<file path="config.mk">
export PLATFORM = sky130hd
export DESIGN_NAME = can_id_filter
export DESIGN_NICKNAME = d
export VERILOG_FILES = /design/src/rtl/can_flt_pkg.sv /design/src/rtl/can_flt_ram.sv /design/src/rtl/can_flt_eval.sv /design/src/rtl/can_id_filter.sv
export SDC_FILE = /design/constraint.sdc
export NUM_CORES = 1
export LEC_CHECK = 0
export BUFFER_PORTS_ARGS = -buffer_cell sky130_fd_sc_hd__clkbuf_2
export CAP_MARGIN = 5
export CELL_PAD_IN_SITES_DETAIL_PLACEMENT = 0
export CELL_PAD_IN_SITES_GLOBAL_PLACEMENT = 1
export CORE_MARGIN = 2
export CORE_UTILIZATION = 45
export CTS_CLUSTER_DIAMETER = 80
export CTS_CLUSTER_SIZE = 25
export DETAILED_ROUTE_END_ITERATION = 16
export PLACE_DENSITY = 0.73
export SYNTH_ARGS = -nofsm -noshare
export SYNTH_HDL_FRONTEND = slang
export SYNTH_HIERARCHICAL = 1
export SYNTH_SLANG_ARGS = --single-unit
</file>
<file path="constraint.sdc">
create_clock -name clk -period 6.55 [get_ports clk]
set_input_delay 0.3275 -clock clk [delete_from_list [all_inputs] [get_ports clk]]
set_output_delay 0.3275 -clock clk [all_outputs]
set_load 0.005 [all_outputs]
</file>
<file path="src/rtl/can_flt_pkg.sv">
package can_flt_pkg;

    typedef enum logic [2:0] {
        V_REJECT = 3'd0,
        V_FIFO0  = 3'd1,
        V_FIFO1  = 3'd2,
        V_DBUF   = 3'd3,
        V_DEBUG  = 3'd4
    } verdict_e;

    localparam logic [2:0] C_OFF     = 3'd0;
    localparam logic [2:0] C_FIFO0   = 3'd1;
    localparam logic [2:0] C_FIFO1   = 3'd2;
    localparam logic [2:0] C_REJ     = 3'd3;
    localparam logic [2:0] C_PRIO    = 3'd4;
    localparam logic [2:0] C_PRIO0   = 3'd5;
    localparam logic [2:0] C_PRIO1   = 3'd6;
    localparam logic [2:0] C_SPECIAL = 3'd7;

    localparam int IDX_W = 7;

    typedef struct packed {
        logic       hit;
        logic [2:0] code;
        logic [5:0] buf_idx;
        logic [1:0] dbg_sel;
    } elem_res_t;

    // standard comparison; code 7 reuses the second ID field, so exact ID1 only
    function automatic logic std_match(input logic [1:0] typ, input logic [2:0] code,
                                       input logic [10:0] sid, input logic [10:0] id1,
                                       input logic [10:0] id2);
        if (code == C_SPECIAL) return sid == id1;
        case (typ)
            2'd0:    return (sid >= id1) && (sid <= id2);
            2'd1:    return (sid == id1) || (sid == id2);
            2'd2:    return ((sid ^ id1) & id2) == 11'd0;
            default: return 1'b0;
        endcase
    endfunction

    // extended comparison; type 3 range uses the unmasked identifier
    function automatic logic ext_match(input logic [1:0] typ, input logic [2:0] code,
                                       input logic [28:0] raw, input logic [28:0] msk,
                                       input logic [28:0] id1, input logic [28:0] id2);
        if (code == C_SPECIAL) return msk == id1;
        case (typ)
            2'd0:    return (msk >= id1) && (msk <= id2);
            2'd1:    return (msk == id1) || (msk == id2);
            2'd2:    return ((msk ^ id1) & id2) == 29'd0;
            default: return (raw >= id1) && (raw <= id2);
        endcase
    endfunction

endpackage

</file>
<file path="src/rtl/can_flt_ram.sv">
module can_flt_ram #(
    parameter int DEPTH = 16,
    parameter int AW    = 4
) (
    input  logic          clk,
    input  logic          we,
    input  logic [AW-1:0] waddr,
    input  logic [31:0]   wdata,
    input  logic [AW-1:0] raddr,
    output logic [31:0]   rdata
);
    localparam int RAW = (DEPTH > 1) ? $clog2(DEPTH) : 1;

    logic [31:0] mem [DEPTH];

    always_ff @(posedge clk) begin
        if (we && (32'(waddr) < DEPTH))
            mem[waddr[RAW-1:0]] <= wdata;
    end

    assign rdata = (32'(raddr) < DEPTH) ? mem[raddr[RAW-1:0]] : 32'd0;
endmodule

</file>
<file path="src/rtl/can_flt_eval.sv">
module can_flt_eval
    import can_flt_pkg::*;
(
    input  logic        is_ext,
    input  logic [31:0] w_a,
    input  logic [31:0] w_b,
    input  logic [28:0] id,
    input  logic [28:0] gmask,
    output elem_res_t   res
);
    logic unused_bit;
    assign unused_bit = w_b[29];

    always_comb begin
        if (!is_ext) begin
            res.code    = w_a[29:27];
            res.hit     = (w_a[29:27] != C_OFF) &&
                          std_match(w_a[31:30], w_a[29:27], id[10:0], w_a[26:16], w_a[10:0]);
            res.buf_idx = w_a[5:0];
            res.dbg_sel = w_a[10:9];
        end else begin
            res.code    = w_a[31:29];
            res.hit     = (w_a[31:29] != C_OFF) &&
                          ext_match(w_b[31:30], w_a[31:29], id, id & gmask,
                                    w_a[28:0], w_b[28:0]);
            res.buf_idx = w_b[5:0];
            res.dbg_sel = w_b[10:9];
        end
    end
endmodule

</file>
<file path="src/rtl/can_id_filter.sv">
module can_id_filter
    import can_flt_pkg::*;
#(
    parameter int STD_NUM = 16,
    parameter int EXT_NUM = 8,
    localparam int AW  = $clog2((STD_NUM > 2*EXT_NUM) ? STD_NUM : 2*EXT_NUM),
    localparam int SCW = $clog2(STD_NUM + 1),
    localparam int ECW = $clog2(EXT_NUM + 1)
) (
    input  logic           clk,
    input  logic           rst,
    input  logic           flt_we,
    input  logic           flt_we_ext,
    input  logic [AW-1:0]  flt_waddr,
    input  logic [31:0]    flt_wdata,
    input  logic [SCW-1:0] std_count,
    input  logic [ECW-1:0] ext_count,
    input  logic           std_rtr_reject,
    input  logic           ext_rtr_reject,
    input  logic           std_nomatch_reject,
    input  logic           ext_nomatch_reject,
    input  logic [28:0]    ext_id_mask,
    input  logic           frm_valid,
    input  logic [28:0]    frm_id,
    input  logic           frm_ext,
    input  logic           frm_rtr,
    output logic           res_done,
    output logic [2:0]     res_verdict,
    output logic [6:0]     res_index,
    output logic           res_nomatch,
    output logic           res_prio,
    output logic [6:0]     res_prio_index,
    output logic [5:0]     res_buf_index,
    output logic [1:0]     res_dbg_kind
);
    localparam int LW = AW + 1;

    typedef enum logic [1:0] {ST_IDLE, ST_STD, ST_EXT_A, ST_EXT_B} state_e;

    state_e          st;
    logic [AW-1:0]   ptr;
    logic [LW-1:0]   lim_q, lim_in, std_lim, ext_lim;
    logic [28:0]     id_q;
    logic            ext_q;
    logic [31:0]     w0_q;
    logic            prio_q;
    logic [AW-1:0]   prio_idx_q;
    logic [31:0]     std_rdata, ext_rdata;
    logic [AW-1:0]   ext_raddr;
    elem_res_t       ev;
    logic            busy, eval_now, last;

    // finish decision
    logic            fin, fnm, pset;
    verdict_e        fv;
    logic [6:0]      fidx;
    logic [5:0]      fbi;
    logic [1:0]      fdk;
    logic            prio_cur;
    logic [AW-1:0]   prio_idx_cur;

    assign std_lim = (32'(std_count) > STD_NUM) ? LW'(STD_NUM) : LW'(std_count);
    assign ext_lim = (32'(ext_count) > EXT_NUM) ? LW'(EXT_NUM) : LW'(ext_count);
    assign lim_in  = frm_ext ? ext_lim : std_lim;

    assign ext_raddr = (ptr << 1) | AW'(st == ST_EXT_B);

    can_flt_ram #(.DEPTH(STD_NUM), .AW(AW)) u_std_ram (
        .clk(clk), .we(flt_we && !flt_we_ext), .waddr(flt_waddr), .wdata(flt_wdata),
        .raddr(ptr), .rdata(std_rdata)
    );

    can_flt_ram #(.DEPTH(2*EXT_NUM), .AW(AW)) u_ext_ram (
        .clk(clk), .we(flt_we && flt_we_ext), .waddr(flt_waddr), .wdata(flt_wdata),
        .raddr(ext_raddr), .rdata(ext_rdata)
    );

    can_flt_eval u_eval (
        .is_ext(ext_q),
        .w_a(ext_q ? w0_q : std_rdata),
        .w_b(ext_rdata),
        .id(id_q),
        .gmask(ext_id_mask),
        .res(ev)
    );

    assign busy     = (st != ST_IDLE);
    assign eval_now = (st == ST_STD) || (st == ST_EXT_B);
    assign last     = (LW'(ptr) + LW'(1)) >= lim_q;
    assign prio_cur     = busy ? prio_q : 1'b0;
    assign prio_idx_cur = busy ? prio_idx_q : '0;

    always_comb begin
        fin = 1'b0; fv = V_REJECT; fidx = '0; fnm = 1'b0;
        fbi = '0; fdk = '0; pset = 1'b0;
        if (st == ST_IDLE) begin
            if (frm_valid) begin
                if (frm_rtr && (frm_ext ? ext_rtr_reject : std_rtr_reject)) begin
                    fin = 1'b1;
                end else if (lim_in == '0) begin
                    fin = 1'b1;
                    if (!(frm_ext ? ext_nomatch_reject : std_nomatch_reject)) begin
                        fv = V_FIFO0; fnm = 1'b1;
                    end
                end
            end
        end else if (eval_now) begin
            if (ev.hit) begin
                case (ev.code)
                    C_FIFO0:  begin fin = 1'b1; fv = V_FIFO0; end
                    C_FIFO1:  begin fin = 1'b1; fv = V_FIFO1; end
                    C_REJ:    fin = 1'b1;
                    C_PRIO:   pset = 1'b1;
                    C_PRIO0:  begin pset = 1'b1; fin = 1'b1; fv = V_FIFO0; end
                    C_PRIO1:  begin pset = 1'b1; fin = 1'b1; fv = V_FIFO1; end
                    C_SPECIAL: begin
                        fin = 1'b1;
                        if (ev.dbg_sel == 2'd0) begin
                            fv = V_DBUF; fbi = ev.buf_idx;
                        end else begin
                            fv = V_DEBUG; fdk = ev.dbg_sel;
                        end
                    end
                    default: ;
                endcase
                if (fin) fidx = IDX_W'(ptr);
            end
            if (!fin && last) begin
                fin = 1'b1;
                if (!(ext_q ? ext_nomatch_reject : std_nomatch_reject)) begin
                    fv = V_FIFO0; fnm = 1'b1;
                end
            end
        end
    end

    always_ff @(posedge clk) begin
        if (rst) begin
            st             <= ST_IDLE;
            ptr            <= '0;
            lim_q          <= '0;
            id_q           <= '0;
            ext_q          <= 1'b0;
            w0_q           <= '0;
            prio_q         <= 1'b0;
            prio_idx_q     <= '0;
            res_done       <= 1'b0;
            res_verdict    <= '0;
            res_index      <= '0;
            res_nomatch    <= 1'b0;
            res_prio       <= 1'b0;
            res_prio_index <= '0;
            res_buf_index  <= '0;
            res_dbg_kind   <= '0;
        end else begin
            res_done <= fin;
            if (fin) begin
                res_verdict    <= fv;
                res_index      <= fidx;
                res_nomatch    <= fnm;
                res_buf_index  <= fbi;
                res_dbg_kind   <= fdk;
                res_prio       <= pset | prio_cur;
                res_prio_index <= IDX_W'(pset ? ptr : prio_idx_cur);
            end
            if (pset) begin
                prio_q     <= 1'b1;
                prio_idx_q <= ptr;
            end
            case (st)
                ST_IDLE: if (frm_valid) begin
                    id_q       <= frm_id;
                    ext_q      <= frm_ext;
                    lim_q      <= lim_in;
                    ptr        <= '0;
                    prio_q     <= 1'b0;
                    prio_idx_q <= '0;
                    if (!fin) st <= frm_ext ? ST_EXT_A : ST_STD;
                end
                ST_STD: begin
                    if (fin) st <= ST_IDLE;
                    else     ptr <= ptr + 1'b1;
                end
                ST_EXT_A: begin
                    w0_q <= ext_rdata;
                    st   <= ST_EXT_B;
                end
                default: begin
                    if (fin) st <= ST_IDLE;
                    else begin
                        ptr <= ptr + 1'b1;
                        st  <= ST_EXT_A;
                    end
                end
            endcase
        end
    end
endmodule

</file>
# Yosys cells after proc, flatten, opt, wreduce, memory -nomap -nowiden
# Memories as Yosys holds them, arrays and structs flattened. A register that Yosys moved wholly into a read port is not among the register bits.
# Cells that the tools add are included.
[classes]
add_sub_neg = 2
mux = 94
eq_ne = 24
reduce_logical = 31
n_lt_le_gt_ge = 9
bitwise_logic = 8
[ops]
columns = ["cell", "count"]
rows = [
  ["$and 29x29->29", 2],
  ["$eq 29x29->1", 2],
  ["$ge 29x29->1", 2],
  ["$le 29x29->1", 2],
  ["$mux 4", 14],
  ["$mux 1", 50],
  ["$mux 32", 1],
  ["$mux 6", 5],
  ["$logic_not 29->1", 1],
  ["$xor 29x29->29", 1],
  ["$eq 11x11->1", 2],
  ["$mux 2", 10],
  ["$eq 3x3->1 const B", 6],
  ["$mux 3", 6],
  ["$mux 12", 1],
  ["$and 11x11->11", 1],
  ["$ge 11x11->1", 1],
  ["$le 11x11->1", 1],
  ["$logic_not 11->1", 1],
  ["$xor 11x11->11", 1],
  ["$mux 5", 2],
  ["$logic_and 1x1->1", 9],
  ["$pmux 3 s3", 1],
  ["$eq 2x2->1 const B", 4],
  ["27 further kinds", 42],
]
[word_totals]
out_inout_bits = 28
reg_bits = 106
memories = 2
ram_bits = 1024
elab_cells = 186
input_bits = 114
[memory_table]
columns = ["name", "words", "word_bits", "rd", "rd_clocked_by_memory_dff", "write_ports", "line", "source"]
rows = [
  ["u_ext_ram.mem", 16, 32, 1, 0, 1, "can_flt_ram.sv:14", "logic [31:0] mem [DEPTH];"],
  ["u_std_ram.mem", 16, 32, 1, 1, 1, "can_flt_ram.sv:14", ""],
]

# Longest topological paths before layout
# Gate-level depths: netlist of the first run.
# An unclocked memory read counts as a cell.
[depth]
ltp_word = 28
ltp_mapped = 25
mapped_depth_nobuf = 20

# Cells and area by module
# Netlist of the first run, hierarchy kept.
[modules_own_cells]
columns = ["mod", "cells_per_inst", "n_inst", "seq_area_each_um2", "area_each_um2"]
rows = [
  ["can_flt_ram at u_ext_ram", 806, 1, 15374.7, 19195.9],
  ["can_flt_ram at u_std_ram", 806, 1, 15374.7, 19194.7],
  ["can_id_filter", 526, 1, 2001.9, 4459.3],
  ["can_flt_eval", 516, 1, 0.0, 3781.1],
]

# Least setup slack after synthesis of the first run
# No wires, ideal clock.
[synth_timing]
path_type = "reg-to-reg"
from = "register st[0]"
to = "register ptr[0]"
period_less_slack_ns = 4.892
n_path_buf = 4
setup_time_ns = 0.120
required_ns = 6.430
slack_ns = 1.658
stages_incl_launch_ff = 23
t_arrival_ns = 4.772
cell_sequence = "dfxtp_1 buf_2 inv_1 clkbuf_1 nor2_1 buf_2 buf_2 mux4_2 a22oi_1 nand2_1 inv_1 ha_1 nand4_1 nor4_1 nand4_1 or3_1 a22o_1 a41oi_2 o21a_1 nor3_1 a211o_1 and2_1 a211o_1"
[synth_rtl]
columns = ["element", "line", "source"]
rows = [
  ["from (decl)", "can_id_filter.sv:40", "state_e st;"],
  ["from (signal assigned)", "can_id_filter.sv:178", "if (!fin) st <= frm_ext ? ST_EXT_A : ST_STD;"],
  ["to (signal assigned)", "can_id_filter.sv:182", "else ptr <= ptr + 1'b1;"],
  ["to (signal assigned)", "can_id_filter.sv:191", "ptr <= ptr + 1'b1;"],
  ["to (decl)", "can_id_filter.sv:41", "logic [AW-1:0] ptr;"],
]

==> out/results.ini, run 1 <==
[yosys]
synth_edf_count=1024
ys_ff_latch=1124
yosys_warnings=6
synth_area_um2=46630
netlist_instances=2654
synth_ff_type=edfxtp_1
synth_seq_area_share_pct=70.24
synthDistinctLibCells=71
synthArstFlopShare_pct=0
syn_avg_cell_area_um2=17.57

[floorplanning]
die_h_um=325.9
start_util_pct=45.18
fp-row-count=118
io_pins=142
dieArea_um2=106200
placeableCoreArea_um2=103200
die_w_um=325.9

[sta]
relSlewSlack_pct=22.78
report.final.hold_viol_count=0
worst_slew_pin_slew_ns=1.156
tns_ns=0
period_share_pct=96.91
max_freq_mhz=157.5
setup_viol=0
rsz0062_at_grt=no
clock_skew_ns=0.02383
slew_violations=0
min_period_ns=6.348

[placed_design]
placement.io_buffers=135
dp_hpwl_um=81010
gp_congestion=0.9789
placed_area_um2=49540

[worst_setup_path]
crit_path_max_fanout=15
rrSetupSlack_ns=0.20
critPathSlowestCell=nor2b_4
worstSetupStartpointType=flop
cp.arrival_ns=6.87
crit_chain=nor2b_4 -> buf_4 -> a22oi_1 -> nand2_1 -> mux2_2 -> inv_1 -> ha_1 -> nand2_1 -> or4_1 -> nand2b_1 -> a21oi_1 -> a211o_1 -> a22o_1 -> a41oi_2 -> o21a_1 -> nor3_1 -> a211o_1 -> buf_4 -> a32oi_1 -> nor2_1
crit_family=compound AO/OA/AOI/OAI gates
crit_start=ptr[2]
critPathMaxStageDelay_ns=0.72
critPathRequiredTime_ns=7.08
path_class=reg2reg
cp-end-kind=flop
r2r_start=ptr[2]
cp_num_buf_inv=3

[drt]
drc_errors=0
dr.pass1.iters=5
post_drt_wl_per_cell_um=30.22
totalWireLength_um=129000
drt-initial-drc-count=2991
vias=26222
drtAntennaViolNets=0
via_per_inst=6.142

[clock_tree]
cts-buffers-inserted=54
cts_tree=done
clock_latency_ns=0.68
root_buffer=clkbuf_16
htree_levels=2
clk_pin_slew_ns=0.10
clk_path_buf_depth=3
clkSinkCount=1124

[status]
status=completed

[power]
leakage_uw=0.01676
max-vdd-ir-drop_v=0.0002066
power_density_nw_per_um2=256.0

[min_path]
hold_start=ext_count[0]
hp-class=in2reg

[grt]
grt_pass1_wl_um=184300
grt_max_degree=93
antenna_found_initial=6
grt_overflow_total=0
grt_usage_pct=24.12
grt_pass1_vias=26157

[layout]
fin_area_um2=51560
area_growth_pct=10.56
nets=3084
drive_gt1_share_pct=22.51

[job]
maxCapViolCount=0

[cell usage after synthesis, types with 6 or more instances]
cell	number	area (um2)
a211oi_1	13	97.59
a21o_1	29	217.7
a21oi_1	107	535.5
a22oi_1	129	968.4
a32oi_1	11	96.34
and2_1	36	225.2
buf_1	22	82.58
buf_2	19	95.09
buf_4	24	180.2
clkbuf_1	64	240.2
dfxtp_1	100	2002
edfxtp_1	1024	30750
ha_1	127	1589
inv_1	74	277.8
mux2_2	35	394.1
mux4_2	256	5766
nand2_1	226	848.3
nand2b_1	28	175.2
nand3_1	35	175.2
nand3b_1	7	52.55
nand4_1	23	143.9
nor2_1	67	251.5
nor2b_1	15	93.84
nor3_1	22	110.1
nor4_1	9	56.30
o2111ai_1	7	61.31
o211ai_1	7	52.55
o21a_1	8	60.06
o21ai_0	31	155.2
o22ai_1	6	37.54
or3_1	6	37.54
xnor2_1	9	78.83
[registers in the layout (all words and copies together) (netlist names), 2 cells and up]
register	count
id_q	29
res_prio_index	4
res_verdict	3
res_index	4
w0_q	32
res_buf_index	6
u_ext_ram/mem	512
lim_q	5
st	2
res_dbg_kind	2
prio_idx_q	4
u_std_ram/mem	512
ptr	4
[tightest hold or removal path, stage by stage]
cell	delay [ns]
clkbuf_2	0.10
nand2_1	0.06
o221ai_1	0.10
o21ai_0	0.08
nor2_1	0.04
[what timing repair did]
action                                 4_1_cts  5_1_grt
gates resized for setup                      0        1
setup buffers                                0        1
endpoints found under the hold margin       40        0
setup endpoints to repair                    0       16
hold buffers                                32        0
[cells by family after synthesis]
logic type | Yosys count | synth area share, %
muxes | 295 | 13.30
other | 1 | 0.008042
xor gates and xnor gates | 10 | 0.1878
adders and majority gates | 130 | 3.472
and+or+nand+nor | 495 | 5.031
AOI/OAI and AO/OA | 393 | 5.820
buffers and inverters | 206 | 1.951
DFF | 1124 | 70.24
[power by group]
part	switching [uW]	internal [uW]	leakage (uW)	total, uW
clock network	2200	1660	0.000797	3870
logic	814	524	0.00592	1340
registers	74.7	7920	0.0100	8000
total	3090	10100	0.0168	13200
[through the flow]
stage	total power, uW	setup WS (ns)	hold slack (ns)	utilization [%]	cells
after floorplan	8947	1.658	0.4264	-	2659
after global placement	9437	0.2820	0.4378	48.00	4134
after detailed placement	9464	0.3017	0.4444	48.00	4134
after CTS	13280	0.2698	0.04787	49.93	4267
after global routing	13630	0.007909	0.08178	49.96	4269
final	13200	0.2025	0.08701	49.96	4269
[metal layers]
metal | wire, um | up-vias | global-route usage (%) | share of wire (%)
met5 | 0 | - | 0 | 0
met4 | 2688 | 0 | 4.999 | 2.1
met3 | 10670 | 143 | 3.550 | 8.3
met2 | 59350 | 1215 | 37.50 | 46
met1 | 56290 | 13853 | 36.47 | 44
li1 | - | 11011 | - | -
[layout by cell type (no fill, tap or decap), types with 6 or more instances in the layout]
cell type,synthesis,routed
edfxtp_1,1024,1024
mux4_2,256,256
nand2_1,226,226
clkbuf_2,0,134
a22oi_1,129,129
ha_1,127,127
a21oi_1,107,107
dfxtp_1,100,97
buf_4,24,83
inv_1,74,74
clkbuf_16,0,57
nor2_1,67,39
nand3_1,35,35
mux2_2,35,35
and2_1,36,34
clkbuf_1,64,33
dlygate4sd3_1,0,32
o21ai_0,31,31
a21o_1,29,29
nor2_4,0,28
nand2b_1,28,28
nand4_1,23,23
nor3_1,22,14
a211oi_1,13,13
nor2b_1,15,11
a32oi_1,11,11
buf_12,0,11
xnor2_1,9,9
o21a_1,8,8
nor4_1,9,8
nor3_2,0,8
nand3b_1,7,7
o211ai_1,7,7
o2111ai_1,7,7
or3_1,6,6
conb_1,1,6
o22ai_1,6,6
[path summary, 6_finish.rpt]
path / to / depth (start not counted)
setup / recovery: res_index[1] / 20
hold / removal: lim_q[0] / 5
setup reg to reg: res_index[1] / 20
hold reg to reg: w0_q[9] / 2
[final cells by class]
cell class / count / area [um2]
diodes: 1 / 2.502
multi-input cells: 1329 / 13280
clock buffers: 90 / 1550
clock inverters: 11 / 122.6
inverters: 74 / 277.8
repair buffers: 260 / 1834
fillers: 8470 / 51640
flip-flops and latches: 1124 / 32760
well taps: 1380 / 1727
(Power assumes the default switching activity.)
==> inputs of run 2 (changes only) <==
Settings changed: CORE_MARGIN 2 to 5, PLACE_DENSITY 0.73 to 0.8.
==> run 2 against run 1 <==
  * Utilization rose by 0.067 points
  * Count of clock-buffer cells in the layout grew 1
  * Routed wire length is 1.4% lower
  * Clock skew is 0.0061 ns higher
  * Non-clock buffer count fell by 6
  * Die area is 3.7% higher
  * Clock power barely moved
  * Global-route usage shrank 1.4 points
  * Critical path type unchanged
  * Critical endpoint is now res_prio_index[0]
  * Highest routed layer is now met5
==> out/results.ini, run 2 (synthesis results as in run 1) <==
[floorplanning]
die_h_um=331.9  ; +1.8%
die_w_um=331.9  ; +1.8%
fp-row-count=118  ; unchanged
start_util_pct=45.18  ; unchanged
placeableCoreArea_um2=103200  ; unchanged
io_pins=142  ; unchanged
dieArea_um2=110200  ; +3.7%

[grt]
grt_usage_pct=22.70  ; -1.4 points
met1_usage_pct=33.58  ; -2.9 points
grt.met2_usage_pct=35.01  ; -2.5 points
grt_pass1_wl_um=182700  ; -0.88%
grt_pass1_vias=25905  ; -0.96%
grt_overflow_total=0  ; unchanged
grt_busiest_layer=met2
antenna_found_initial=4  ; -2
use_met3_pct=4.271  ; +0.72 points
grt_max_degree=71  ; -24%

[drt]
drtAntennaViolNets=0  ; unchanged
drt-initial-drc-count=3362  ; +12%
dr.pass1.iters=5  ; unchanged
drc_errors=0  ; unchanged
via_per_inst=6.141  ; about the same
vias=26191  ; -0.12%
totalWireLength_um=127200  ; -1.4%
post_drt_wl_per_cell_um=29.83  ; -1.3%

[sta]
worst_slew_pin_slew_ns=1.087  ; -0.06853 ns
clock_skew_ns=0.02995  ; +0.006119 ns
relSlewSlack_pct=27.38  ; +4.6 points
report.final.hold_viol_count=0  ; unchanged
slew_violations=0  ; unchanged
max_freq_mhz=166.6  ; +5.7%
period_share_pct=91.64  ; -5.3 points
setup_viol=0  ; unchanged
min_period_ns=6.003  ; -0.3448 ns
tns_ns=0  ; unchanged
rsz0062_at_grt=no

[worst_setup_path]
r2r_start=ptr[0]
worstSetupStartpointType=flop
path_class=reg2reg
r2r_end=res_prio_index[0]
path_common_cell=a21oi_1
crit_path_max_fanout=64  ; +49
cp-end-kind=flop
critPathRequiredTime_ns=7.12  ; +0.04 ns
critPathSlowestCell=mux4_2
crit_chain=buf_12 -> mux4_2 -> a22oi_1 -> nand2_1 -> mux2_2 -> inv_1 -> ha_1 -> nand2b_1 -> o2111ai_1 -> o31ai_1 -> o21ai_0 -> a21oi_1 -> and3_1 -> a31oi_1 -> a41oi_2 -> o21a_1 -> nor3_1 -> a211o_1 -> buf_4 -> or3_1 -> a21oi_1
r2r_cells=21  ; +5.0%
critPathMaxStageDelay_ns=0.58  ; -0.14 ns
cp.arrival_ns=6.58  ; -0.29 ns
rrSetupSlack_ns=0.55  ; +0.34 ns

[clock_tree]
cts_tree=done
clock_latency_ns=0.67  ; about the same
clk_pin_slew_ns=0.10  ; about the same
cts-buffers-inserted=54  ; unchanged
root_buffer=clkbuf_16
htree_levels=2  ; unchanged
clk_path_buf_depth=3  ; unchanged
clkSinkCount=1124  ; unchanged

[layout]
nets=3078  ; -0.19%
fill_cells=8245  ; -2.7%
multi_input_area_um2=13280  ; about the same
drive_gt1_share_pct=22.35  ; -0.16 points
area_growth_pct=10.71
layout.cells.non_filler=4265  ; -0.094%
final_cell_mix=edfxtp_1, mux4_2, nand2_1, clkbuf_2, a22oi_1
fin_util_pct=50.02  ; +0.067 points
seqCellArea_um2=32760  ; unchanged
final_common_cell=edfxtp_1

[placed_design]
place_inst=4131  ; -0.073%
gp_congestion=0.9427  ; -3.7%
placement.io_buffers=135  ; unchanged
dp_hpwl_um=79250  ; -2.2%

[status]
status=completed

[power]
max-vdd-ir-drop_v=0.0001978  ; -4.3%
leakage_uw=0.01676  ; about the same
power_density_nw_per_um2=255.6  ; -0.15%

[min_path]
hold_end=st[0]
hold_start=frm_valid
hp-class=in2reg
hold_path_depth=3  ; -2

[job]
maxCapViolCount=0  ; unchanged

run 2: cell types whose count changed in the layout (fill, tap and decap cells not counted), sizes merged:
cell	delta
buf	-4
clkbuf	+1
clkinvlp	-1
diode	+2
dlygate4sd3	-2
run 2: worst max-delay path by stage:
stage           start           endpoint  slack [ns]  depth (start not counted)
2_1_floorplan   st[0]             ptr[0]        1.66                         22
3_3_place_gp   ptr[0]  res_prio_index[0]        0.69                         20
3_5_place_dp   ptr[0]     res_verdict[0]        0.62                         21
4_1_cts        ptr[0]     res_verdict[0]        0.56                         21
5_1_grt        ptr[0]     res_verdict[0]        0.19                         21
6_report       ptr[0]  res_prio_index[0]        0.55                         21
run 2: worst max-delay path, delay by kind of cell, from the launching register on:
| family | cells | cell delay [ns] |
|---|---|---|
| and+or+nand+nor | 5 | 0.94 |
| AOI/OAI and AO/OA | 10 | 2.46 |
| muxes | 2 | 0.84 |
| buffers and inverters | 3 | 0.76 |
| DFF | 1 | 0.54 |
| adders and majority gates | 1 | 0.27 |
run 2: per-layer routing:
| metal | share of wire [%] | wire [um] | vias to the layer above |
|---|---|---|---|
| li1 | - | - | 11008 |
| met1 | 42 | 52970 | 13680 |
| met2 | 46 | 58500 | 1322 |
| met3 | 9.4 | 11940 | 179 |
| met4 | 3.0 | 3787 | 2 |
| met5 | 0.010 | 13 | - |
run 2: final cells by class:
cell class / instances / share of cell area, %
Clock inverter: 10 / 0.2714
Multi-Input combinational cell: 1329 / 25.71
Antenna cell: 3 / 0.01454
Inverter: 74 / 0.5380
Timing Repair Buffer: 254 / 3.650
Clock buffer: 91 / 3.010
Sequential cell: 1124 / 63.46
Tap cell: 1380 / 3.345
run 2: through the flow:
stage / setup WS (ns) / instance area [um2] / total power (uW) / hold WS [ns]
final: 0.5473 / 51630 / 13200 / 0.06024
after global routing: 0.1942 / 51620 / 13670 / 0.03107
after CTS: 0.5610 / 51620 / 13270 / 0.01309
after detailed placement: 0.6192 / 49620 / 9459 / 0.4439
after global placement: 0.6919 / 49620 / 9426 / 0.4375
after floorplan: 1.658 / 46650 / 8947 / 0.4264
run 2: what timing repair did:
item | CTS | global route
resized for setup | 0 | 0
hold buffers | 30 | 0
endpoints found under the hold margin | 30 | 0
buffers inserted | 0 | 0
run 2: where the power goes:
part           switching (uW)  internal [uW]
Clock                    2200           1670
Combinational             802            526
Sequential               71.9           7920
Total                    3080          10100
